==> src/rtl/host_if_buffer.sv <==
module host_if_buffer (
  input  logic       clk,
  input  logic       rst_n,
  input  logic       cs_n,
  input  logic       a0,
  input  logic       rd_n,
  input  logic       wr_n,
  input  logic [7:0] bus_in,
  output logic [7:0] bus_out,
  output logic       bus_oe,
  input  logic       dack_n,
  input  logic       obuf_ld,
  input  logic [7:0] obuf_data,
  input  logic       ibuf_rd,
  output logic [7:0] ibuf_data,
  input  logic       sts_ld,
  input  logic [3:0] sts_src,
  input  logic       f0_ld,
  input  logic       f0_val,
  input  logic       port_wr,
  input  logic [3:0] port_src,
  input  logic       flags_en,
  input  logic       dma_en,
  output logic [3:0] port_pins,
  output logic [7:0] local_status
);

  logic rs1, rs2;
  always_ff @(posedge clk or negedge rst_n)
    if (!rst_n) begin
      rs1 <= 1'b0;
      rs2 <= 1'b0;
    end else begin
      rs1 <= 1'b1;
      rs2 <= rs1;
    end

  logic       rd_q, rd_qq, wr_q, wr_qq, cs_q, a0_q, dk_q;
  logic [7:0] din_q, acc_byte, ibuf, obuf;
  logic       acc_sel, acc_a0, acc_dk;
  logic       ibf, obf, f1, f0, f0_pend, f0_pval, hi_pend;
  logic       flags_mode, dma_mode, drq;
  logic [3:0] st_hi, hi_pval, plat;

  logic dk_sel_q, rd_edge, wr_edge, wr_hit, rd_data_hit, dk_done, lock, dk_sel;
  assign dk_sel_q    = dma_mode & ~dk_q;
  assign rd_edge     = rd_q & ~rd_qq;
  assign wr_edge     = wr_q & ~wr_qq;
  assign wr_hit      = wr_edge & acc_sel;
  assign rd_data_hit = rd_edge & acc_sel & ~acc_a0;
  assign dk_done     = (rd_edge | wr_edge) & acc_dk;
  assign lock        = ~rd_q & ~cs_q & a0_q & ~dk_sel_q;

  always_ff @(posedge clk)
    if (!rs2) begin
      rd_q <= 1'b1; rd_qq <= 1'b1; wr_q <= 1'b1; wr_qq <= 1'b1;
      cs_q <= 1'b1; a0_q <= 1'b0; dk_q <= 1'b1; din_q <= '0;
      acc_sel <= 1'b0; acc_a0 <= 1'b0; acc_dk <= 1'b0; acc_byte <= '0;
    end else begin
      rd_q <= rd_n; rd_qq <= rd_q; wr_q <= wr_n; wr_qq <= wr_q;
      cs_q <= cs_n; a0_q <= a0; dk_q <= dack_n; din_q <= bus_in;
      if (!rd_q || !wr_q) begin
        acc_sel  <= ~cs_q | dk_sel_q;
        acc_a0   <= a0_q & ~dk_sel_q;
        acc_dk   <= dk_sel_q;
        acc_byte <= din_q;
      end
    end

  always_ff @(posedge clk)
    if (!rs2) begin
      ibuf <= '0; obuf <= '0; ibf <= 1'b0; obf <= 1'b0; f1 <= 1'b0;
    end else begin
      if (wr_hit) begin
        ibuf <= acc_byte;
        f1   <= acc_a0;
      end
      if (wr_hit) ibf <= 1'b1;
      else if (ibuf_rd) ibf <= 1'b0;
      if (obuf_ld) begin
        obuf <= obuf_data;
        obf  <= 1'b1;
      end else if (rd_data_hit) obf <= 1'b0;
    end

  always_ff @(posedge clk)
    if (!rs2) begin
      st_hi <= '0; hi_pend <= 1'b0; hi_pval <= '0;
      f0 <= 1'b0; f0_pend <= 1'b0; f0_pval <= 1'b0;
    end else if (lock) begin
      if (sts_ld) begin
        hi_pend <= 1'b1;
        hi_pval <= sts_src;
      end
      if (f0_ld) begin
        f0_pend <= 1'b1;
        f0_pval <= f0_val;
      end
    end else begin
      hi_pend <= 1'b0;
      f0_pend <= 1'b0;
      if (sts_ld) st_hi <= sts_src;
      else if (hi_pend) st_hi <= hi_pval;
      if (f0_ld) f0 <= f0_val;
      else if (f0_pend) f0 <= f0_pval;
    end

  always_ff @(posedge clk)
    if (!rs2) begin
      plat <= 4'hF; flags_mode <= 1'b0; dma_mode <= 1'b0; drq <= 1'b0;
    end else begin
      if (port_wr) plat <= port_src;
      if (flags_en) flags_mode <= 1'b1;
      if (dma_en) dma_mode <= 1'b1;
      if (dma_en || dk_done) drq <= 1'b0;
      else if (dma_mode && port_wr && port_src[2]) drq <= 1'b1;
    end

  assign local_status = {st_hi, f1, f0, ibf, obf};
  assign ibuf_data    = ibuf;
  assign dk_sel       = dma_mode & ~dack_n;
  assign bus_oe       = (~cs_n | dk_sel) & ~rd_n;
  assign bus_out      = (a0 & ~dk_sel) ? local_status : obuf;
  assign port_pins    = {dma_mode | plat[3],
                         dma_mode ? drq : plat[2],
                         plat[1] & ~(flags_mode & ibf),
                         plat[0] & (~flags_mode | obf)};


  ibf_set_chk: assert property (@(posedge clk) disable iff (!rs2) wr_hit |=> ibf);

  obf_clr_chk: assert property (@(posedge clk) disable iff (!rs2)
    (rd_data_hit && !obuf_ld) |=> !obf);

  sts_read_chk: assert property (@(posedge clk) disable iff (!rs2)
    (rd_edge && acc_sel && acc_a0 && !obuf_ld) |=> $stable(obf));

  lock_hold_chk: assert property (@(posedge clk) disable iff (!rs2)
    lock |=> ($stable(st_hi) && $stable(f0)));

  oe_sel_chk: assert property (@(posedge clk) disable iff (!rs2)
    bus_oe |-> (!rd_n && (!cs_n || !dack_n)));

  drq_clr_chk: assert property (@(posedge clk) disable iff (!rs2)
    (dma_en || dk_done) |=> !drq);

  pin_off_chk: assert property (@(posedge clk) disable iff (!rs2)
    (flags_mode && !plat[0]) |-> !port_pins[0]);

endmodule

==> config.mk <==
export PLATFORM = sky130hd
export DESIGN_NAME = host_if_buffer
export DESIGN_NICKNAME = d
export VERILOG_FILES = /design/src/rtl/host_if_buffer.sv
export SDC_FILE = /design/constraint.sdc
export NUM_CORES = 1
export LEC_CHECK = 0
export ABC_CLOCK_PERIOD_IN_PS = 1300
export CELL_PAD_IN_SITES_DETAIL_PLACEMENT = 0
export CELL_PAD_IN_SITES_GLOBAL_PLACEMENT = 1
export CORE_MARGIN = 5
export CORE_UTILIZATION = 36
export DETAILED_ROUTE_END_ITERATION = 8
export PLACE_DENSITY_LB_ADDON = 0.15
export SYNTH_ARGS = -nofsm -noshare
export SYNTH_HDL_FRONTEND = slang
export SYNTH_SLANG_ARGS = --single-unit
==> constraint.sdc <==
create_clock -name clk -period 1.3 [get_ports clk]
set_input_delay 0.26 -clock clk [delete_from_list [all_inputs] [get_ports clk]]
set_output_delay 0.26 -clock clk [all_outputs]
set_load 0.01 [all_outputs]
=== Word level (Yosys, flattened, before mapping) ===
Index checks and enable logic that the tools add are counted.

* $mul: 0
* Multiplexer cells: 10
* Add/subtract/negate cells: 0
* Bitwise operators: 37
* Div/mod/pow operators: 0
* $lt $le $gt $ge: 0
* Shift-type cells: 0
* Equal/unequal tests: 0
* Reduce and logical (&&, ||, !) cells: 16

{| class="wikitable"
|+ Operators with widths
! cell !! number
|-
| $and 1x1->1 || 17
|-
| $not 1->1 || 15
|-
| $reduce_and 2->1 || 5
|-
| $mux 4 || 2
|-
| $mux 8 || 1
|-
| $reduce_bool 2->1 || 4
|-
| $mux 1 || 7
|-
| $or 1x1->1 || 5
|-
| $logic_and 1x1->1 || 2
|-
| $logic_not 1->1 || 2
|-
| $logic_or 1x1->1 || 2
|-
| $reduce_or 2->1 || 1
|}

* Bits in registers: 66
* Latch bits: 0
* Memories kept: 0
* Input port bits: 39
* Memory bits (writable): 0
* Output and inout port bits: 29
* Memory bits (read-only): 0

=== Longest topological paths before layout ===
* Word-level depth: 6
* Gate-level depth with buffers: 4
* Depth with buffers taken out: 3

=== Worst setup path after synthesis ===
OpenSTA, ideal clock, no wires.

* Path kind: reg2out
* From: reg dma_mode
* To: out bus_out[0]
* Arrival: 1.018 ns
* Data required time: 1.040 ns
* Path buffers: 0
* Path slack: 0.022 ns
* Cell stages (with the launch flop): 4
* Cell sequence: dfxtp_1 nand2b_1 nand2_2 mux2_1

* Cells in the longest elaborated chain, start to end: 4

{| class="wikitable"
|+ RTL lines
! item !! RTL line !! source
|-
| start: declaration || 42 || <nowiki>logic flags_mode, dma_mode, drq;</nowiki>
|-
| start signal: assignment || 110 || <nowiki>plat <= 4'hF; flags_mode <= 1'b0; dma_mode <= 1'b0; drq <= 1'b0;</nowiki>
|-
| start signal: assignment || 114 || <nowiki>if (dma_en) dma_mode <= 1'b1;</nowiki>
|-
| $and 1x1->1 || 121 || <nowiki>assign dk_sel = dma_mode & ~dack_n;</nowiki>
|-
| $not 1->1 || 123 || <nowiki>assign bus_out = (a0 & ~dk_sel) ? local_status : obuf;</nowiki>
|-
| $and 1x1->1 || 123 ||
|-
| $mux 8 || 123 ||
|-
| end: declaration || 9 || <nowiki>output logic [7:0] bus_out,</nowiki>
|}

Every way passes these cells.

=== Final worst setup path ===
* From: reg dma_mode
* To: out bus_out[5]

The elaborated chain is that of the path after synthesis.

==> flow_metrics.tcl <==
set metrics [dict create \
    status "finished, violations left" \
    violations "negative setup slack" \
    die-area_mm2 0.00889 \
    clk_pin_slew_worst_paths_ns 0.07 \
    grt_pass1_wl_um 9640 \
    wl_per_cell_um 13.4 \
    antenna_cells 0 \
    endpoint "bus_out[5]" \
    drtIter0Drc 125 \
    ios 68 \
    start_kind "flop" \
    cts_hold_buf 0 \
    critPathRequiredTime_ns 1.04 \
    route.detailed.drc 0 \
    synth_edf_count 0 \
    fin_nets 386 \
    r2r_end "st_hi[3]" \
    synth_seq_area_share_pct 52.1 \
    hpwl_um 4380 \
    dpl_cell_area_mm2 0.00344 \
    slew_viol_final 0 \
    die_h_um 94.3 \
    post-place-ws_ns -0.892 \
    dr.pass1.iters 4 \
    synthesis.nets 301 \
    period_minus_slack_ns 1.60 \
    critPathMaxFanout 8 \
    startpoint "dma_mode" \
    root_buffer "clkbuf_8" \
    synthesis.area_mm2 0.00256 \
    clock_skew_ns 0.00642 \
    cts_tree "built" \
    post-route-period-util_pct 123 \
    initial_core_util_pct 37.2 \
    synth_cell_types 38 \
    r2r_start "dma_mode" \
    crit_type "reg2out" \
    synth-seq-cells 66 \
    vdd_drop_max_mv 0.889 \
    holdCritPathClass "in2async" \
    via_per_inst 4.57 \
    n_fill_cell 673 \
    syn_inst 262 \
    grt_max_degree 28 \
    clk_latency_ns 0.34 \
    place.gp.congestion 0.709 \
    ys.flop_type "dfxtp_1" \
    setup_ws_ns -0.298 \
    power_density_mw_per_mm2 1210 \
    vias 2048 \
    synthDominantCellAreaShare_pct 50.1 \
    synthTopCellsByArea "dfxtp_1 (50%), mux2i_1 (10%), nand2_1 (5.0%)" \
    hold_viol_final 0 \
    htree_levels 3 \
    whs_ns 0.0733 \
    setup_viol 11 \
    cts_sinks 66 \
    drive_gt1_share_pct 25.9 \
    maxCapViolations 0 \
    ant_nets 0 \
    grt_setup_unrepaired "yes" \
    wl_um 5990 \
    synth-async-reset-ratio_pct 3.03 \
    max_freq_ghz 0.626 \
    cellLeakagePower_nw 1.66 \
    ys.warnings.count 0 \
    grt_use_total_pct 14.2 \
    port_buffers 67 \
    clk_path_buf_depth 2 \
    endpoint_kind "primary output" \
    r2r_slack_ns 0.01 \
    final_core_util_pct 54.2 \
    placementRows 30 \
    die_x_um 94.3 \
    first_global_vias 1962 \
    syn_avg_cell_area_um2 9.76 \
    cts_buffers 9 \
    synth_top_area_cell "dfxtp_1" \
    design_area_mm2 0.00373 \
    antenna_found_initial 0 \
    crit_arrival_ns 1.34 \
    syn2layout_area_growth_pct 45.7 \
    grt-ovfl-total 0 \
    core_mm2 0.00687 \
    rr_worst_depth 6 \
]
-- registers in the layout, summed over array words and instances (netlist names), 4 cells and up --
name,cells
acc_byte,8
din_q,8
ibuf_data,8
obuf,8
hi_pval,4
plat,4
st_hi,4
-- cell usage after synthesis (all sizes together), types with 4 or more instances --
library cell,count
o2111ai,4
nand2b,13
mux2,9
nand2,35
o211ai,8
dfxtp,64
mux2i,26
nand4,7
buf,13
a21oi,12
clkbuf,6
nor2,28
and2,10
inv,5
-- worst min path at each step --
stage                     startpoint  end  slack (ns)  cells past startpoint
after global placement           rs1  rs2        0.33                      0
after floorplan                rst_n  rs1       -0.04                      0
after CTS                      rst_n  rs1        0.07                      1
final                          rst_n  rs2        0.07                      1
after detailed placement         rs1  rs2        0.33                      0
after global routing           rst_n  rs1        0.07                      1
-- area by class of cell --
| class | instances | area [µm²] | share of cell area [%] |
|---|---|---|---|
| flip-flops and latches | 66 | 1340 | 36.1 |
| multi-input cells | 172 | 1190 | 31.9 |
| repair buffers | 93 | 851 | 22.8 |
| clock buffers | 10 | 138 | 3.69 |
| well taps | 96 | 120 | 3.22 |
| clock inverters | 6 | 66.3 | 1.78 |
| inverters | 5 | 18.8 | 0.504 |
-- metrics by stage --
step / cells / setup TNS [ns] / power (mW)
finish: 448 / -2.97 / 4.49
global route: 448 / -3.80 / 4.70
CTS: 447 / -3.09 / 4.56
detailed placement: 429 / -9.59 / 2.78
global placement: 429 / -9.33 / 2.77
floorplan: 262 / 0 / 2.44
-- per-layer routing --
layer  GRT usage (%)  routed length (µm)
met5               0                   0
met4            4.69                  75
met3            5.53                 294
met2            22.2                2850
met1            18.0                2760
-- cells by family after synthesis --
| logic type | synth area share (%) |
|---|---|
| AND/OR/NAND/NOR | 19.2 |
| flip-flops | 52.1 |
| AO/OA/AOI/OAI | 9.74 |
| multiplexers | 14.1 |
| buffers and inverters | 4.75 |
| other | 0.147 |
-- power by group --
part,switching [mW],total (mW),internal (mW)
registers,0.0529,2.17,2.11
logic,0.246,0.600,0.354
clock network,0.791,1.73,0.936
total,1.09,4.49,3.40
-- worst max-delay path: stages, from the launching register on --
cell and delay [ns]:
dfxtp_2 0.36, nand2b_4 0.08, nand2_8 0.12, mux2_4 0.32
buf_6 0.12
-- cells in the final DEF (no fill, tap or decap), types with 2 or more instances in the layout --
cell,n
nand2_1,34
nand2b_4,2
buf_2,10
dfxtp_2,7
dfxtp_1,56
clkinvlp_4,3
nand3_1,3
o211ai_1,8
clkdlybuf4s50_1,36
nand4_1,6
mux2_4,9
inv_1,4
nand2b_1,11
mux2i_1,26
o2111ai_1,4
buf_12,2
nor2_1,27
buf_4,20
clkbuf_8,10
a31oi_1,3
a21oi_1,11
dfrtp_1,2
a21boi_1,2
dlygate4sd2_1,10
and2_1,10
buf_6,14
-- what timing repair did --
action                     4_1_cts  5_1_grt
resized for setup              127        9
setup buffers                    2        1
pin swaps                        3        6
setup endpoints to repair       29       30
Note: power is estimated with default switching activity, not from simulation.
